===== config.mk =====
export PLATFORM = sky130hd
export DESIGN_NAME = adc_seq_ctrl
export DESIGN_NICKNAME = d
export VERILOG_FILES = /design/src/rtl/adc_seq_pkg.sv /design/src/rtl/adc_ratio_pick.sv /design/src/rtl/adc_frame_xfer.sv /design/src/rtl/adc_sync_gen.sv /design/src/rtl/adc_seq_ctrl.sv
export SDC_FILE = /design/constraint.sdc
export NUM_CORES = 1
export LEC_CHECK = 0
export ABC_AREA = 1
export BUFFER_PORTS_ARGS = -buffer_cell sky130_fd_sc_hd__buf_2
export CAP_MARGIN = 5
export CORE_ASPECT_RATIO = 1.1
export CORE_MARGIN = 2
export CORE_UTILIZATION = 30
export DETAILED_ROUTE_END_ITERATION = 10
export GPL_TIMING_DRIVEN = 1
export MAX_ROUTING_LAYER = met4
export SLEW_MARGIN = 5
export SYNTH_ARGS = -nofsm -noshare
export SYNTH_HDL_FRONTEND = slang
export SYNTH_HIERARCHICAL = 1
export SYNTH_SLANG_ARGS = --single-unit

===== constraint.sdc =====
create_clock -name clk -period 46.4 [get_ports clk]
set_clock_uncertainty 0.1 [all_clocks]
set_input_delay 4.64 -clock clk [delete_from_list [all_inputs] [get_ports clk]]
set_output_delay 4.64 -clock clk [all_outputs]
set_load 0.02 [all_outputs]

===== src/rtl/adc_seq_pkg.sv =====
package adc_seq_pkg;

  localparam int NUM_CFG = 11;

  localparam logic [5:0] A_SOFTRST = 6'h1D;
  localparam logic [5:0] A_PWRCLK  = 6'h15;
  localparam logic [5:0] A_FILTER  = 6'h19;
  localparam logic [5:0] A_IFACE   = 6'h14;
  localparam logic [5:0] A_CONV    = 6'h18;
  localparam logic [5:0] A_DATA    = 6'h2C;
  localparam logic [7:0] RD_FLAG   = 8'h40;

  typedef enum logic [3:0] {
    ST_BOOT, ST_RST_A, ST_RST_B, ST_PICK, ST_PWR, ST_FILT, ST_SYNC, ST_IDLE,
    ST_STR_EN, ST_STREAM, ST_STR_RD, ST_STR_EXIT,
    ST_ONE_SET, ST_ONE_WAIT, ST_ONE_RD, ST_ONE_RST
  } seq_state_t;

  function automatic logic [7:0] wr_cmd(input logic [5:0] a);
    return {2'b00, a};
  endfunction

  function automatic logic [7:0] rd_cmd(input logic [5:0] a);
    return RD_FLAG | {2'b00, a};
  endfunction

  // total divide ratio of candidate i
  function automatic int cfg_ratio(input int i);
    return 16 << i;
  endfunction

  // log2 of the master-clock divider for candidate i
  function automatic int cfg_div_log2(input int i);
    if (i <= 4)      return 1;
    else if (i <= 8) return 2;
    else if (i == 9) return 3;
    else             return 4;
  endfunction

  function automatic logic [7:0] cfg_pwr_byte(input int i);
    int pcode;
    int dcode;
    dcode = 4 - cfg_div_log2(i);
    if (i <= 4)      pcode = 3;
    else if (i <= 9) pcode = 2;
    else             pcode = 0;
    return 8'((dcode << 4) | pcode);
  endfunction

  function automatic logic [7:0] cfg_filt_byte(input int i);
    int dl;
    int code;
    dl = i + 4 - cfg_div_log2(i);
    if (dl < 5) begin
      code = dl + 6;
      return {1'b0, 3'(code), 4'b0000};
    end
    code = dl - 5;
    return {5'b0, 3'(code)};
  endfunction

endpackage


===== src/rtl/adc_ratio_pick.sv =====
module adc_ratio_pick
  import adc_seq_pkg::*;
#(
  parameter int RATIO_W = 16
) (
  input  logic               clk,
  input  logic               rst,
  input  logic               load,
  input  logic [RATIO_W-1:0] ratio,
  output logic               vld,
  output logic [7:0]         pwr_byte,
  output logic [7:0]         filt_byte
);
  localparam int DW    = ((RATIO_W > 15) ? RATIO_W : 15) + 1;
  localparam int IDX_W = $clog2(NUM_CFG);

  logic [DW-1:0]    req_ext;
  logic [DW-1:0]    diff [NUM_CFG];
  logic [IDX_W-1:0] best;
  logic [DW-1:0]    best_d;

  assign req_ext = DW'(ratio);

  for (genvar g = 0; g < NUM_CFG; g++) begin : g_diff
    localparam logic [DW-1:0] TGT = DW'(cfg_ratio(g));
    assign diff[g] = (req_ext >= TGT) ? (req_ext - TGT) : (TGT - req_ext);
  end

  // strict less-than while scanning upward: lower ratio wins a tie
  always_comb begin
    best   = '0;
    best_d = diff[0];
    for (int i = 1; i < NUM_CFG; i++) begin
      if (diff[i] < best_d) begin
        best_d = diff[i];
        best   = IDX_W'(i);
      end
    end
  end

  always_ff @(posedge clk) begin
    if (rst) begin
      vld       <= 1'b0;
      pwr_byte  <= 8'h00;
      filt_byte <= 8'h00;
    end else begin
      vld <= load;
      if (load) begin
        pwr_byte  <= cfg_pwr_byte(int'(best));
        filt_byte <= cfg_filt_byte(int'(best));
      end
    end
  end

  assert_pick_latency_R2: assert property (@(posedge clk) disable iff (rst)
    vld |-> $past(load));

endmodule


===== src/rtl/adc_frame_xfer.sv =====
module adc_frame_xfer #(
  parameter int MAXB     = 4,
  parameter int SAMPLE_W = 24,
  localparam int IW = $clog2(MAXB),
  localparam int CW = IW + 1
) (
  input  logic                 clk,
  input  logic                 rst,
  input  logic                 start,
  input  logic [CW-1:0]        nbytes,
  input  logic [MAXB-1:0][7:0] bytes,
  input  logic                 xfer_ack,
  input  logic [7:0]           xfer_rx,
  output logic                 xfer_req,
  output logic [7:0]           xfer_tx,
  output logic                 xfer_last,
  output logic                 done,
  output logic [SAMPLE_W-1:0]  rx_word
);
  logic [MAXB-1:0][7:0] buf_q;
  logic [CW-1:0]        cnt_q;
  logic [IW-1:0]        idx_q;
  logic                 on_last;

  assign on_last   = (CW'(idx_q) == (cnt_q - CW'(1)));
  assign xfer_tx   = buf_q[idx_q];
  assign xfer_last = xfer_req && on_last;

  always_ff @(posedge clk) begin
    if (rst) begin
      buf_q    <= '0;
      cnt_q    <= '0;
      idx_q    <= '0;
      xfer_req <= 1'b0;
      done     <= 1'b0;
      rx_word  <= '0;
    end else begin
      done <= 1'b0;
      if (start && !xfer_req) begin
        buf_q    <= bytes;
        cnt_q    <= nbytes;
        idx_q    <= '0;
        xfer_req <= 1'b1;
      end else if (xfer_req && xfer_ack) begin
        rx_word <= {rx_word[SAMPLE_W-9:0], xfer_rx};
        if (on_last) begin
          xfer_req <= 1'b0;
          done     <= 1'b1;
        end else begin
          idx_q <= idx_q + IW'(1);
        end
      end
    end
  end

  assert_tx_hold_R13: assert property (@(posedge clk) disable iff (rst)
    (xfer_req && !xfer_ack) |=> (xfer_req && $stable(xfer_tx)));

  assert_ack_in_req_R13: assert property (@(posedge clk) disable iff (rst)
    xfer_ack |-> xfer_req);

endmodule


===== src/rtl/adc_sync_gen.sv =====
module adc_sync_gen #(
  parameter int SYNC_W = 8
) (
  input  logic              clk,
  input  logic              rst,
  input  logic              start,
  input  logic [SYNC_W-1:0] len,
  output logic              sync_out,
  output logic              done
);
  logic [SYNC_W-1:0] len_eff;
  logic [SYNC_W-1:0] cnt_q;

  assign len_eff = (len < SYNC_W'(2)) ? SYNC_W'(2) : len;

  always_ff @(posedge clk) begin
    if (rst) begin
      sync_out <= 1'b0;
      done     <= 1'b0;
      cnt_q    <= '0;
    end else begin
      done <= 1'b0;
      if (start && !sync_out) begin
        sync_out <= 1'b1;
        cnt_q    <= len_eff - SYNC_W'(1);
      end else if (sync_out) begin
        if (cnt_q == '0) begin
          sync_out <= 1'b0;
          done     <= 1'b1;
        end else begin
          cnt_q <= cnt_q - SYNC_W'(1);
        end
      end
    end
  end

  assert_sync_min_R6: assert property (@(posedge clk) disable iff (rst)
    $rose(sync_out) |=> sync_out);

  assert_done_low_R5: assert property (@(posedge clk) disable iff (rst)
    done |-> !sync_out);

endmodule


===== src/rtl/adc_seq_ctrl.sv =====
module adc_seq_ctrl
  import adc_seq_pkg::*;
#(
  parameter int RATIO_W     = 16,
  parameter int BOOT_RATIO  = 512,
  parameter int SYNC_W      = 8,
  parameter int TIMEOUT_CYC = 100000,
  parameter int OVR_W       = 8
) (
  input  logic               clk,
  input  logic               rst,
  input  logic               cfg_req,
  input  logic [RATIO_W-1:0] cfg_ratio,
  input  logic [SYNC_W-1:0]  sync_len,
  input  logic               start_req,
  input  logic               stop_req,
  input  logic               single_req,
  input  logic               drdy,
  input  logic               xfer_ack,
  input  logic [7:0]         xfer_rx,
  output logic               xfer_req,
  output logic [7:0]         xfer_tx,
  output logic               xfer_last,
  output logic               sync_out,
  output logic               ready,
  output logic               streaming,
  output logic [23:0]        sample_data,
  output logic               sample_valid,
  output logic [OVR_W-1:0]   overrun_cnt,
  output logic               timeout_err
);
  localparam int MAXB = 4;
  localparam int CW   = $clog2(MAXB) + 1;
  localparam int TW   = $clog2(TIMEOUT_CYC + 1);
  localparam int SW   = 24;

  seq_state_t state_q;
  logic fr_start_q, pick_ld_q, sync_st_q;
  logic cfg_pend, start_pend, single_pend, stop_pend;
  logic [RATIO_W-1:0] ratio_q;
  logic drdy_q, drdy_rise;
  logic [TW-1:0] tmo_cnt;
  logic in_stream;

  logic [MAXB-1:0][7:0] fr_bytes;
  logic [CW-1:0]        fr_n;
  logic                 fr_done;
  logic [SW-1:0]        rx_word;
  logic                 pick_vld;
  logic [7:0]           pwr_byte, filt_byte;
  logic                 sync_done;

  assign drdy_rise = drdy & ~drdy_q;
  assign in_stream = (state_q == ST_STR_EN) || (state_q == ST_STREAM) ||
                     (state_q == ST_STR_RD);
  assign ready     = (state_q == ST_IDLE);
  assign streaming = (state_q == ST_STREAM) || (state_q == ST_STR_RD);

  // frame contents follow the state the frame is launched in
  always_comb begin
    fr_bytes = '0;
    fr_n     = CW'(2);
    case (state_q)
      ST_RST_A:    begin fr_bytes[0] = wr_cmd(A_SOFTRST); fr_bytes[1] = 8'h03; end
      ST_RST_B:    begin fr_bytes[0] = wr_cmd(A_SOFTRST); fr_bytes[1] = 8'h02; end
      ST_PWR:      begin fr_bytes[0] = wr_cmd(A_PWRCLK);  fr_bytes[1] = pwr_byte; end
      ST_FILT:     begin fr_bytes[0] = wr_cmd(A_FILTER);  fr_bytes[1] = filt_byte; end
      ST_STR_EN:   begin fr_bytes[0] = wr_cmd(A_IFACE);   fr_bytes[1] = 8'h01; end
      ST_ONE_SET:  begin fr_bytes[0] = wr_cmd(A_CONV);    fr_bytes[1] = 8'h01; end
      ST_ONE_RST:  begin fr_bytes[0] = wr_cmd(A_CONV);    fr_bytes[1] = 8'h00; end
      ST_STR_RD:   fr_n = CW'(3);
      ST_STR_EXIT,
      ST_ONE_RD:   begin fr_bytes[0] = rd_cmd(A_DATA); fr_n = CW'(4); end
      default:     ;
    endcase
  end

  adc_frame_xfer #(.MAXB(MAXB), .SAMPLE_W(SW)) u_frame (
    .clk(clk), .rst(rst), .start(fr_start_q), .nbytes(fr_n), .bytes(fr_bytes),
    .xfer_ack(xfer_ack), .xfer_rx(xfer_rx), .xfer_req(xfer_req),
    .xfer_tx(xfer_tx), .xfer_last(xfer_last), .done(fr_done), .rx_word(rx_word)
  );

  adc_ratio_pick #(.RATIO_W(RATIO_W)) u_pick (
    .clk(clk), .rst(rst), .load(pick_ld_q), .ratio(ratio_q),
    .vld(pick_vld), .pwr_byte(pwr_byte), .filt_byte(filt_byte)
  );

  adc_sync_gen #(.SYNC_W(SYNC_W)) u_sync (
    .clk(clk), .rst(rst), .start(sync_st_q), .len(sync_len),
    .sync_out(sync_out), .done(sync_done)
  );

  always_ff @(posedge clk) begin
    if (rst) begin
      state_q      <= ST_BOOT;
      fr_start_q   <= 1'b0;
      pick_ld_q    <= 1'b0;
      sync_st_q    <= 1'b0;
      cfg_pend     <= 1'b0;
      start_pend   <= 1'b0;
      single_pend  <= 1'b0;
      stop_pend    <= 1'b0;
      ratio_q      <= RATIO_W'(BOOT_RATIO);
      drdy_q       <= 1'b0;
      tmo_cnt      <= '0;
      sample_data  <= '0;
      sample_valid <= 1'b0;
      overrun_cnt  <= '0;
      timeout_err  <= 1'b0;
    end else begin
      fr_start_q   <= 1'b0;
      pick_ld_q    <= 1'b0;
      sync_st_q    <= 1'b0;
      sample_valid <= 1'b0;
      drdy_q       <= drdy;
      case (state_q)
        ST_BOOT: begin state_q <= ST_RST_A; fr_start_q <= 1'b1; end
        ST_RST_A: if (fr_done) begin state_q <= ST_RST_B; fr_start_q <= 1'b1; end
        ST_RST_B: if (fr_done) begin state_q <= ST_PICK; pick_ld_q <= 1'b1; end
        ST_PICK:  if (pick_vld) begin state_q <= ST_PWR; fr_start_q <= 1'b1; end
        ST_PWR:   if (fr_done) begin state_q <= ST_FILT; fr_start_q <= 1'b1; end
        ST_FILT:  if (fr_done) begin state_q <= ST_SYNC; sync_st_q <= 1'b1; end
        ST_SYNC:  if (sync_done) state_q <= ST_IDLE;
        ST_IDLE: begin
          if (cfg_pend) begin
            cfg_pend  <= 1'b0;
            state_q   <= ST_PICK;
            pick_ld_q <= 1'b1;
          end else if (single_pend) begin
            single_pend <= 1'b0;
            timeout_err <= 1'b0;
            state_q     <= ST_ONE_SET;
            fr_start_q  <= 1'b1;
          end else if (start_pend) begin
            start_pend <= 1'b0;
            state_q    <= ST_STR_EN;
            fr_start_q <= 1'b1;
          end
        end
        ST_STR_EN: if (fr_done) state_q <= ST_STREAM;
        ST_STREAM: begin
          if (stop_pend) begin
            stop_pend  <= 1'b0;
            state_q    <= ST_STR_EXIT;
            fr_start_q <= 1'b1;
          end else if (drdy_rise) begin
            state_q    <= ST_STR_RD;
            fr_start_q <= 1'b1;
          end
        end
        ST_STR_RD: begin
          if (drdy_rise) overrun_cnt <= overrun_cnt + OVR_W'(1);
          if (fr_done) begin
            sample_data  <= rx_word;
            sample_valid <= 1'b1;
            state_q      <= ST_STREAM;
          end
        end
        ST_STR_EXIT: if (fr_done) state_q <= ST_IDLE;
        ST_ONE_SET: if (fr_done) begin state_q <= ST_ONE_WAIT; tmo_cnt <= '0; end
        ST_ONE_WAIT: begin
          if (drdy_rise) begin
            state_q    <= ST_ONE_RD;
            fr_start_q <= 1'b1;
          end else if (tmo_cnt == TW'(TIMEOUT_CYC - 1)) begin
            timeout_err <= 1'b1;
            state_q     <= ST_ONE_RST;
            fr_start_q  <= 1'b1;
          end else begin
            tmo_cnt <= tmo_cnt + TW'(1);
          end
        end
        ST_ONE_RD: if (fr_done) begin
          sample_data  <= rx_word;
          sample_valid <= 1'b1;
          state_q      <= ST_ONE_RST;
          fr_start_q   <= 1'b1;
        end
        ST_ONE_RST: if (fr_done) state_q <= ST_IDLE;
        default: state_q <= ST_IDLE;
      endcase
      // requests are latched last so a new pulse is never lost
      if (cfg_req) begin
        cfg_pend <= 1'b1;
        ratio_q  <= cfg_ratio;
      end
      if (start_req)  start_pend  <= 1'b1;
      if (single_req) single_pend <= 1'b1;
      if (stop_req && in_stream) stop_pend <= 1'b1;
    end
  end

  assert_valid_pulse_R7: assert property (@(posedge clk) disable iff (rst)
    sample_valid |=> !sample_valid);

  assert_quiet_sync_R5: assert property (@(posedge clk) disable iff (rst)
    sync_out |-> !xfer_req);

  assert_cfg_hold_R10: assert property (@(posedge clk) disable iff (rst)
    pick_vld |-> !streaming);

  assert_ovr_only_read_R8: assert property (@(posedge clk) disable iff (rst)
    !$stable(overrun_cnt) |-> ($past(state_q) == ST_STR_RD));

endmodule


### Yosys cells after proc, flatten, opt, wreduce, memory -nomap -nowiden

Index checks and enable logic that the tools add are counted.

| storage, ports and cells | value |
|---|---|
| flip-flop bits (word level) | 153 |
| input bits | 40 |
| output and inout port bits | 47 |
| logic and storage cells | 293 |

| cells by class | value |
|---|---|
| add/subtract/negate cells | 33 |
| magnitude comparators | 27 |
| equal/unequal tests | 40 |
| mux-type cells | 111 |
| bitwise logic cells | 9 |
| reduce and logical (&&, ||, !) cells | 45 |

Operators by type and width:

| cell | count |
|---|---|
| two-way mux 17 bit | 23 |
| less-than comparator 17 bit | 10 |
| two-way mux 4 bit | 26 |
| two-way mux 32 bit | 3 |
| two-way mux 8 bit | 9 |
| case mux 4 bit (14 select lines) | 1 |
| case mux 7 bit (6 select lines) | 1 |
| case mux 8 bit (5 select lines) | 1 |
| two-way mux 1 bit | 37 |
| equality test 4 bit (second input constant) | 9 |
| case mux 17 bit (2 select lines) | 1 |
| less-than comparator 32 x 4 -> 1 bit (second input constant) | 1 |
| subtractor 6 x 32 -> 32 bit | 1 |
| inequality test 2 x 1 -> 1 bit (second input constant) | 12 |
| OR reduction 2 bit | 10 |
| nonzero test 2 bit | 9 |
| adder 17 x 1 -> 17 bit (second input constant) | 1 |
| equality test 17 bit (second input constant) | 1 |
| subtractor 10 x 16 -> 17 bit (first input constant) | 1 |
| subtractor 11 x 16 -> 17 bit (first input constant) | 1 |
| subtractor 12 x 16 -> 17 bit (first input constant) | 1 |
| subtractor 13 x 16 -> 17 bit (first input constant) | 1 |
| subtractor 14 x 16 -> 17 bit (first input constant) | 1 |
| subtractor 15 x 16 -> 17 bit (first input constant) | 1 |
| other kinds (66) | 103 |

### Depth between registers and ports, before layout

Gate-level depths: netlist of run 1.

| logic depth | value |
|---|---|
| word-level depth | 34 |
| gate-level depth with buffers | 170 |
| mapped depth without buffers | 159 |

### By module

The synthesis of run 1 kept the hierarchy.

Modules (own cells, without submodules):

| module | instances | cells an instance | area an instance (um^2) | seq. area each (um^2) |
|---|---|---|---|---|
| adc_ratio_pick | 1 | 1,710 | 10,010.9 | 260.2 |
| adc_seq_ctrl | 1 | 586 | 3,873.7 | 1,581.5 |
| adc_frame_xfer | 1 | 335 | 2,512.4 | 1,261.2 |
| adc_sync_gen | 1 | 110 | 695.7 | 200.2 |

### Worst setup path before layout of run 1

OpenSTA, ideal clock, no wires.

| path | value |
|---|---|
| path type | reg2reg |
| from | register ratio_q[14] |
| to | register u_pick.filt_byte[4] |
| setup time | 120 ps |
| arrival | 19,203 ps |
| required time | 46,180 ps |
| setup slack | 26,977 ps |
| cell stages (with the launch flop) | 151 |
| buffers on the path | 10 |
| period minus slack after synthesis | 19,423 ps |
| cells stage by stage | dfxtp_1 clkbuf_1 clkinv_1 ha_1 ha_1 a21oi_4 nand2_2 a31o_2 o21ai_0 a32oi_1 xor2_1 ha_1 a21oi_1 o21ai_1 nand3_1 a21oi_1 a211oi_2 nand2_2 [... 115 more ...] o2111ai_1 nand2_1 and3_4 inv_2 nor2_1 ha_1 nand4_1 nand2_1 inv_1 nand2_1 ha_1 fa_1 ha_1 or2_2 nand4_1 nand2_1 inv_1 o31ai_1 |

| on the way | value |
|---|---|
| cells in the longest elaborated chain, start to end | 34 |
| elaborated cells between the ends (all ways) | 90 |
| classes of those cells | add/sub (25); order compare (24); eq/ne (1); mux (40) |

Ends and longest elaborated chain:

| what | RTL line | source |
|---|---|---|
| from (decl) | adc_seq_ctrl.sv:40 | `logic [RATIO_W-1:0] ratio_q;` |
| from (signal assigned) | adc_seq_ctrl.sv:104 | `ratio_q <= RATIO_W'(BOOT_RATIO);` |
| from (signal assigned) | adc_seq_ctrl.sv:186 | `ratio_q <= cfg_ratio;` |
| subtractor 6 x 16 -> 17 bit, or another cell as far along | adc_ratio_pick.sv:26 | `assign diff[g] = (req_ext >= TGT) ? (req_ext - TGT) : (TGT - req_ext);` |
| two-way mux 17 bit | adc_ratio_pick.sv:26 |  |
| less-than comparator 17 bit | adc_ratio_pick.sv:34 | `if (diff[i] < best_d) begin` |
| two-way mux 17 bit | adc_ratio_pick.sv:34 |  |
| less-than comparator 17 bit | adc_ratio_pick.sv:34 |  |
| two-way mux 17 bit | adc_ratio_pick.sv:34 |  |
| less-than comparator 17 bit | adc_ratio_pick.sv:34 |  |
| two-way mux 17 bit | adc_ratio_pick.sv:34 |  |
| [... 13 more ...] | -- |  |
| two-way mux 4 bit (*) | adc_ratio_pick.sv:34 |  |
| branches (longest 6 deep; another with less-or-equal comparator 4 bit) | -- |  |
| subtractor 6 x 32 -> 32 bit (*) | adc_seq_pkg.sv:53 | `dl = i + 4 - cfg_div_log2(i);` |
| less-than comparator 32 x 4 -> 1 bit | adc_seq_pkg.sv:54 | `if (dl < 5) begin` |
| two-way mux 1 bit | adc_seq_pkg.sv:54 |  |
| two-way mux 1 bit | adc_ratio_pick.sv:48 | `if (load) begin` |
| two-way mux 1 bit | adc_ratio_pick.sv:42 | `if (rst) begin` |
| two-way mux 8 bit (*) | adc_seq_pkg.sv:58 | `code = dl - 5;` |
| to (signal assigned) | adc_ratio_pick.sv:50 | `filt_byte <= cfg_filt_byte(int'(best));` |
| to (decl) | adc_ratio_pick.sv:12 | `output logic [7:0] filt_byte` |

Mark *: on every way between the ends. The select of a mux whose other input is x is not followed.
A chain may end at the register's enable or synchronous reset.

### Worst setup path after layout of run 1

| path | value |
|---|---|
| from | register ratio_q[15] |
| to | register u_pick.filt_byte[1] |

Same word-level chain as after synthesis.

==> results of run 1 <==
==> cell families (layout without fill, tap and decap cells) <==
group,Yosys count,in the layout,share of synthesized area
AND/OR/NAND/NOR,1175,1175,0.290
AO/OA/AOI/OAI,708,708,0.224
buffers and inverters,392,408,0.0921
adder cells (fa/ha/maj),211,211,0.155
flip-flops,165,165,0.193
XOR/XNOR,82,82,0.0420
multiplexers,6,6,0.00351
other,2,28,0.000439
==> tightest hold or removal path, stage by stage (launching register included) <==
cell     delay (ns)
dfxtp_1        0.31
nand2_1        0.06
nor2_1         0.03
==> per-layer routing <==
layer	GRT usage	vias to the layer above
li1	-	9158
met1	0.245	8127
met2	0.329	590
met3	0.0318	118
met4	0.0835	0
met5	-	-
==> sequential cells by signal (all words and copies together), names as in the netlist, 2 cells and up <==
signal,flops
overrun_cnt,8
ratio_q,16
sample_data,24
state_q,4
tmo_cnt,17
u_frame/buf_q,32
u_frame/cnt_q,3
u_frame/idx_q,2
u_frame/rx_word,24
u_pick/filt_byte,6
u_pick/pwr_byte,6
u_sync/cnt_q,8
==> cell usage in the layout (no fill, tap or decap), types with 44 or more instances in the layout <==
cell type  netlist  layout
inv_1          234     234
o21ai_0        434     432
a21oi_1        140     140
o21ai_1         42      44
nor2_1         355     355
buf_2           17      86
xor2_1          76      76
ha_1           210     210
nand3_1         99      99
dfxtp_1        165     165
nand2_1        576     576
==> final cells by class <==
class,instances,area [sq um],share of cell area
multi-input cells,2204,12300,0.657
flip-flops and latches,165,3300,0.176
inverters,270,1010,0.0542
well taps,744,931,0.0497
repair buffers,106,581,0.0310
clock buffers,21,460,0.0246
clock inverters,11,124,0.00662
diodes,6,15.0,0.000802
==> through the flow <==
step	setup slack, ns	instance area (sq um)	utilization
2_1_floorplan	26.98	17200	-
3_3_place_gp	23.21	18100	0.322
3_5_place_dp	23.09	18100	0.322
4_1_cts	22.95	18700	0.333
5_1_grt	20.07	18700	0.333
6_report	22.53	18700	0.333
==> how the worst min path moves through the flow <==
stage / startpoint / end
after floorplan: u_pick/pwr_byte[7]$_SDFFE_PP0P_ / u_pick/pwr_byte[7]$_SDFFE_PP0P_
after global placement: u_pick/pwr_byte[7]$_SDFFE_PP0P_ / u_pick/pwr_byte[7]$_SDFFE_PP0P_
after detailed placement: u_pick/pwr_byte[7]$_SDFFE_PP0P_ / u_pick/pwr_byte[7]$_SDFFE_PP0P_
after CTS: u_pick/pwr_byte[7]$_SDFFE_PP0P_ / u_pick/pwr_byte[7]$_SDFFE_PP0P_
after global routing: u_pick/pwr_byte[7]$_SDFFE_PP0P_ / u_pick/pwr_byte[7]$_SDFFE_PP0P_
final: u_pick/pwr_byte[7]$_SDFFE_PP0P_ / u_pick/pwr_byte[7]$_SDFFE_PP0P_
==> results_dict.tcl, run 1 <==
set metrics [dict create \
    yosys-top-cells-count "576 x nand2_1, 434 x o21ai_0, 355 x nor2_1" \
    clk_pin_slew_ns 0.06 \
    postCtsSetupRepairBufs 0 \
    core-area_sq_um 56200 \
    met1_length_microns 25000 \
    ctsHoldBuffers 0 \
    grt_max_degree 60 \
    clock_latency_ns 0.44 \
    drcViolationCount 0 \
    syn_to_final_growth_pct 9.52 \
    h-tree-depth 4 \
    place_congestion 0.999 \
    synthArstFlopShare 0 \
    grt_pass1_vias 16774 \
    finalCritPeriodShare 0.514 \
    wl_per_cell_microns 16.4 \
    ff2ff_path_depth 132 \
    slowest_delay_ns 0.66 \
    setup_violations 0 \
    dp_cells 3489 \
    min_period_ns 23.87 \
    fp-row-count 91 \
    fin_nets 3015 \
    grt_setup_unrepaired "false" \
    fmax_mhz 41.9 \
    routed-wl-met3_microns 4140 \
    regToRegStartpoint "ratio_q[15]$_SDFFE_PP0P_" \
    yosysWarnings 6 \
    start_util 0.304 \
    synth_top_area_share 0.193 \
    die_w_microns 232 \
    die_h_microns 254 \
    cp_max_fo 36 \
    fillerInstances 6357 \
    status "complete, no violations" \
    synth_top_area_cell "dfxtp_1" \
    worstHoldPathCells 2 \
    hold_ws_ns 0.344 \
    dr.first_iter.drc_count 1541 \
    clock_sink_count 165 \
    netlist_area_sq_um 17100 \
    first_pass_iters 5 \
    ys_seq_area_frac 0.193 \
    finalHoldViolations 0 \
    antenna_found_initial 6 \
    worst-path-stages 132 \
    final_cells 3527 \
    port_buffers 86 \
    synth_cell_types 64 \
    synth_edf_count 0 \
    clockRootBuffer "clkbuf_16" \
    max-slew-margin-rel 0.293 \
    ctsResizeCount 0 \
    crit_start "ratio_q[15]$_SDFFE_PP0P_" \
    routed_wl_microns 58000 \
    netlist_top_cells_area "dfxtp_1 19%, ha_1 15%, o21ai_0 13%, nand2_1 13%, nor2_1 7.8%" \
    slew_viol_final 0 \
    yosysMostFrequentCell "nand2_1" \
    crit_path_end_kind "flop" \
    cp.required_ns 46.65 \
    endpoint "u_pick/filt_byte[1]$_SDFFE_PP0P_" \
    crit_path_frequent_cell "nand2_1" \
    hp-class "flop to flop" \
    worstReg2RegEnd "u_pick/filt_byte[1]$_SDFFE_PP0P_" \
    grt_use_total 0.201 \
    cts_buffers 17 \
    vias 17993 \
    io_pins 87 \
    avgViaCountPerCell 5.10 \
    cap_violations 0 \
    cp_slowest_cell "nand2_1" \
    gr-total-overflow 0 \
    start_kind "flop" \
    worst-path-buf-inv 10 \
    met2_length_microns 26600 \
    tns_ns 0 \
    fp.dieArea_sq_um 58900 \
    clock_path_buffers 2 \
    drive_gt1_frac 0.0893 \
    syn_inst 2741 \
    grt_pass1_wl_microns 91700 \
    highest_layer "met4" \
    worstPathArrival_ns 24.12 \
    syn_avg_cell_area_sq_um 6.24 \
    postRouteAntennaNets 0 \
    reg2reg_slack_ns 22.53 \
    ys_dominant_reg_cell "dfxtp_1" \
    path_delay_family "compound AO/OA/AOI/OAI gates" \
    tightest_slew_ns 1.06 \
    dp_hpwl_microns 44400 \
    tritoncts "built" \
    synth_seq_cells 165 \
    criticalPathCategory "flop to flop" \
]
Power of run 1 is not shown: default switching activity piles up to over one toggle a cycle in this logic, so the estimate is an artifact.
==> run 2, diff against run 1 <==
- ABC_AREA: 1 -> 0
- clock period: 46.4 -> 19.2 ns (I/O delays scaled with it)
==> run 2 against run 1 <==
The run now ends with setup timing left. Non-clock buffer count rose by 595. Design area rose by 38%. Sequential cell count did not move. Critical path depth rose by 10. Maximum frequency fell by 5.5%. Critical path type unchanged. Highest routed layer unchanged.
==> results_dict.tcl, run 2 <==
set metrics [dict create \
    status "finished with violations" \
    failed_checks "setup timing" \
    crit_path_end_kind "flop" \
    first_pass_iters 6 \
    yosys-top-cells-count "332 x nand2_1, 212 x nor2_1, 210 x ha_1" \
    regToRegStartpoint "ratio_q[14]$_SDFFE_PP0P_" \
    yosys.area_share.simple 0.222 \
    synth_top_area_share 0.182 \
    ys_seq_area_frac 0.182 \
    max-slew-margin-rel 0.376 \
    vias 19968 \
    antenna_cells 0 \
    die_h_microns 262 \
    port_buffers 86 \
    synth_cell_types 114 \
    dr.first_iter.drc_count 1593 \
    clk_pin_slew_ns 0.08 \
    whs_endpoint "sample_data[20]$_SDFFE_PP0P_" \
    drcViolationCount 0 \
    synthArstFlopShare 0 \
    syn_inst 2414 \
    grt_pass1_wl_microns 107000 \
    synth-compound-area-share 0.226 \
    ff2ff_path_depth 142 \
    worst-path-buf-inv 20 \
    mostFrequentLayoutCell "buf_4" \
    worstHoldPathCells 2 \
    io_pins 87 \
    antenna_found_initial 0 \
    reg2reg_slack_ns -6.07 \
    cp.required_ns 19.45 \
    finalHoldViolations 0 \
    die_w_microns 239 \
    setup_violations 11 \
    postRouteAntennaNets 0 \
    syn_avg_cell_area_sq_um 7.53 \
    reg.largest.list "u_frame/buf_q x32, sample_data x24, u_frame/rx_word x24" \
    worstReg2RegEnd "u_pick/filt_byte[0]$_SDFFE_PP0P_" \
    tightest_slew_ns 0.936 \
    drive_gt1_frac 0.341 \
    dpl_worst_slack_ns -6.69 \
    worstPathArrival_ns 25.52 \
    syn_to_final_growth_pct 42.3 \
    netlist_area_sq_um 18200 \
    synth_edf_count 0 \
    final_cell_mix "585 x buf_4, 325 x nand2_1, 201 x nor2_1, 180 x a21oi_1, 165 x ha_1" \
    gr-total-overflow 0 \
    yosysWarnings 6 \
    criticalPathCategory "flop to flop" \
    routed_wl_microns 72100 \
    cp_max_fo 8 \
    synth_seq_cells 165 \
    top_register "u_frame/buf_q" \
    wl_per_cell_microns 19.0 \
    slowest_delay_ns 0.55 \
    slew_viol_final 0 \
    clockRootBuffer "clkbuf_16" \
    ctsHoldBuffers 0 \
    h-tree-depth 4 \
    cap_violations 0 \
    netlist_top_cells_area "dfxtp_1 18%, ha_1 14%, xnor2_1 7.1%, nand2_1 6.9%, a21oi_1 5.5%" \
    yosysMostFrequentCell "nand2_1" \
    tritoncts "built" \
    fp-row-count 94 \
    synth-adder-area-share 0.146 \
    min_period_ns 25.27 \
    cp_slowest_cell "or4b_4" \
    hp-class "flop to flop" \
    grt_use_total 0.227 \
    synth_xor_area_frac 0.0814 \
    finalCritPeriodShare 1.32 \
    fin_nets 3269 \
    fmax_mhz 39.6 \
    clock_latency_ns 0.46 \
    grt_setup_unrepaired "true" \
    ys_dominant_reg_cell "dfxtp_1" \
    clock_path_buffers 2 \
    clock_sink_count 165 \
    cts_buffers 17 \
    place_congestion 1.01 \
    fin_ws_ns -6.07 \
    hp-start "u_frame/rx_word[20]$_SDFFE_PP0P_" \
    core-area_sq_um 59900 \
    synth_top_area_cell "dfxtp_1" \
    synth_top_family_by_area "compound AO/OA/AOI/OAI gates" \
    dp_hpwl_microns 55400 \
    largest_register_ffs 32 \
    fp.dieArea_sq_um 62600 \
    synth.area.mux_share 0.0771 \
    path_delay_family "compound AO/OA/AOI/OAI gates" \
    grt_max_degree 85 \
    grt_pass1_vias 18422 \
    start_kind "flop" \
    avgViaCountPerCell 5.26 \
    start_util 0.304 \
]
[run 2: worst max-delay path by stage]
stage / from / end / slack (ns) / depth (start not counted)
6_report: ratio_q[14]$_SDFFE_PP0P_ / u_pick/filt_byte[0]$_SDFFE_PP0P_ / -6.07 / 142
5_1_grt: ratio_q[14]$_SDFFE_PP0P_ / u_pick/filt_byte[6]$_SDFFE_PP0P_ / -7.33 / 143
4_1_cts: ratio_q[14]$_SDFFE_PP0P_ / u_pick/filt_byte[0]$_SDFFE_PP0P_ / -5.96 / 139
3_5_place_dp: ratio_q[14]$_SDFFE_PP0P_ / u_pick/filt_byte[2]$_SDFFE_PP0P_ / -6.69 / 133
3_3_place_gp: ratio_q[14]$_SDFFE_PP0P_ / u_pick/filt_byte[0]$_SDFFE_PP0P_ / -6.34 / 133
2_1_floorplan: ratio_q[13]$_SDFFE_PP0P_ / u_pick/filt_byte[0]$_SDFFE_PP0P_ / -6.79 / 144
[run 2: cell families after synthesis]
kind of cell               count (synthesis)
and+or+nand+nor                          851
AOI/OAI and AO/OA                        615
DFF                                      165
muxes                                    127
other                                      2
adders and majority gates                212
buffers and inverters                    273
xor gates and xnor gates                 169
[run 2: worst min-delay path, delay by kind of cell, from the launching register on]
family / cells / cell delay, ns
AO/OA/AOI/OAI: 1 / 0.05
flip-flops: 1 / 0.31
AND/OR/NAND/NOR: 1 / 0.05
[run 2: what timing repair did]
action	CTS	global route
pin swaps	73	68
buffers inserted	52	29
gates cloned	1	0
endpoints found under the setup margin	11	11
endpoints found under the hold margin	0	0
resized for setup	110	118
[run 2: final cells by class]
type                       count  area (sq um)
inverter                     137           567
clock buffer                  17           425
fill                        5967         34000
timing repair buffer         701          5240
sequential                   165          3320
tap                          768           961
clock inverter                15           203
multi-input combinational   1996         15200
[run 2: through the flow]
step	instances	area, sq um	util	setup TNS [ns]	hold slack [ns]
floorplan	2434	18900	-	-66.91	0.320
global placement	3687	23500	0.392	-63.15	0.340
detailed placement	3687	23500	0.392	-66.92	0.343
CTS	3772	25000	0.418	-59.30	0.353
global route	3799	25900	0.432	-73.99	0.370
finish	3799	25900	0.432	-60.55	0.353
[run 2: metal layers]
metal / vias to the layer above / track usage / part of all wire
li1: 9732 / - / -
met1: 9452 / 0.285 / 0.43
met2: 635 / 0.369 / 0.47
met3: 149 / 0.0259 / 0.054
met4: 0 / 0.0976 / 0.046
met5: - / - / 0
Power of run 2 is left out for the same reason.
==> run 3, diff against run 2 <==
- ABC_AREA: 0 -> 1
- BUFFER_PORTS_ARGS: -buffer_cell sky130_fd_sc_hd__buf_2 -> -buffer_cell sky130_fd_sc_hd__clkbuf_2
- CORE_UTILIZATION: 30 -> 35
==> run 3 against run 2 <==
Highest routed layer unchanged. Cell count is 1.6% lower. The run now ends clean. Utilization up 3.7 points. Worst setup slack gained 6.6 ns. Critical path type unchanged. Sequential share of layout area grew 1.9 points. Clock-buffer cell count increased by 2. Die area shrank 19%. Via count is 1.7% lower.
==> results_dict.tcl, run 3 (same netlist as run 1, synthesis figures left out) <==
set metrics [dict create \
    syn_to_final_growth_pct 32.0 \
    slowest_delay_ns 0.41 \
    die_h_microns 236 \
    drive_gt1_frac 0.262 \
    routed_wl_microns 64800 \
    fmax_mhz 53.6 \
    io_pins 87 \
    h-tree-depth 4 \
    grt_pass1_vias 18336 \
    mostFrequentLayoutCell "nand2_1" \
    first_pass_iters 6 \
    clockRootBuffer "clkbuf_16" \
    criticalPathCategory "flop to flop" \
    finalCritPeriodShare 0.972 \
    cts_buffers 17 \
    clk_pin_slew_ns 0.07 \
    status "complete, no violations" \
    port_buffers 86 \
    final_cell_mix "530 x nand2_1, 348 x nor2_1, 314 x o21ai_0, 292 x buf_4, 217 x inv_1" \
    ff2ff_path_depth 122 \
    multiInputGateArea_sq_um 13700 \
    cap_violations 0 \
    start_kind "flop" \
    crit_path_end_kind "flop" \
    vias 19620 \
    avgViaCountPerCell 5.25 \
    worstPathArrival_ns 18.90 \
    worstHoldPathCells 2 \
    postRouteAntennaNets 0 \
    max-slew-margin-rel 0.392 \
    finalHoldViolations 0 \
    crit_path_frequent_cell "nand2_2" \
    gr-total-overflow 0 \
    clock_path_buffers 2 \
    top_register "u_frame/buf_q" \
    tritoncts "built" \
    fin_nets 3330 \
    ff_latch_area_sq_um 3310 \
    cp_max_fo 10 \
    min_period_ns 18.66 \
    cp.required_ns 19.44 \
    fillerInstances 4934 \
    fp-row-count 84 \
    dp_hpwl_microns 49000 \
    fp.dieArea_sq_um 50600 \
    reg2reg_slack_ns 0.54 \
    grt_setup_unrepaired "true" \
    ctsHoldBuffers 0 \
    start_util 0.356 \
    setup_violations 0 \
    fin_ws_ns 0.541 \
    reg.largest.list "u_frame/buf_q x32, sample_data x24, u_frame/rx_word x24" \
    clock_latency_ns 0.44 \
    wl_per_cell_microns 17.3 \
    die_w_microns 215 \
    grt_use_total 0.248 \
    core-area_sq_um 48000 \
    clock_sink_count 165 \
    largest_register_ffs 32 \
    slew_viol_final 0 \
    antenna_found_initial 2 \
    dpl_worst_slack_ns -0.568 \
    tightest_slew_ns 0.903 \
    hp-class "flop to flop" \
    grt_pass1_wl_microns 98900 \
    grt_max_degree 60 \
    drcViolationCount 0 \
    place_congestion 0.996 \
    cp_slowest_cell "fa_2" \
    dr.first_iter.drc_count 1346 \
]
## run 3: layout make-up
type                       count  share of cell area
antenna                        2            0.000222
clock inverter                13             0.00660
inverter                     270              0.0455
tap                          645              0.0358
timing repair buffer         411               0.137
multi-input combinational   2213               0.607
sequential                   165               0.147
clock buffer                  19              0.0201
timing repair inverter         1            0.000333
## run 3: worst max-delay path: cells and delay by family (launching register included)
family	cells	cell delay [ns]
AOI/OAI and AO/OA	42	7.23
and+or+nand+nor	49	4.51
adders and majority gates	14	3.99
buffers and inverters	15	1.86
xor gates and xnor gates	2	0.47
DFF	1	0.37
## run 3: per-layer routing
layer  global-route usage  wire [microns]
met5                    -               0
met4               0.0798            2420
met3               0.0312            3690
met2                0.430           31300
met1                0.298           27400
## run 3: worst paths after layout
path | startpoint | endpoint
max | ratio_q[5]$_SDFFE_PP0P_ | u_pick/filt_byte[1]$_SDFFE_PP0P_
min | u_pick/pwr_byte[7]$_SDFFE_PP0P_ | u_pick/pwr_byte[7]$_SDFFE_PP0P_
max reg2reg | ratio_q[5]$_SDFFE_PP0P_ | u_pick/filt_byte[1]$_SDFFE_PP0P_
min reg2reg | u_pick/pwr_byte[7]$_SDFFE_PP0P_ | u_pick/pwr_byte[7]$_SDFFE_PP0P_
## run 3: per-stage QoR
stage	setup TNS, ns	hold slack (ns)	util	std cells	instance area (sq um)
2_1_floorplan	0	0.319	-	2761	17200
3_3_place_gp	-1.05	0.331	0.414	3637	19900
3_5_place_dp	-3.16	0.331	0.414	3637	19900
4_1_cts	0	0.345	0.429	3675	20600
5_1_grt	-2.37	0.368	0.470	3739	22600
6_report	0	0.347	0.470	3739	22600
## run 3: repair_timing
action | CTS | global route
gates cloned | 0 | 15
setup endpoints to repair | 6 | 11
resized for setup | 36 | 422
buffers inserted | 6 | 54
pin swaps | 7 | 136
Power of run 3 is left out for the same reason.
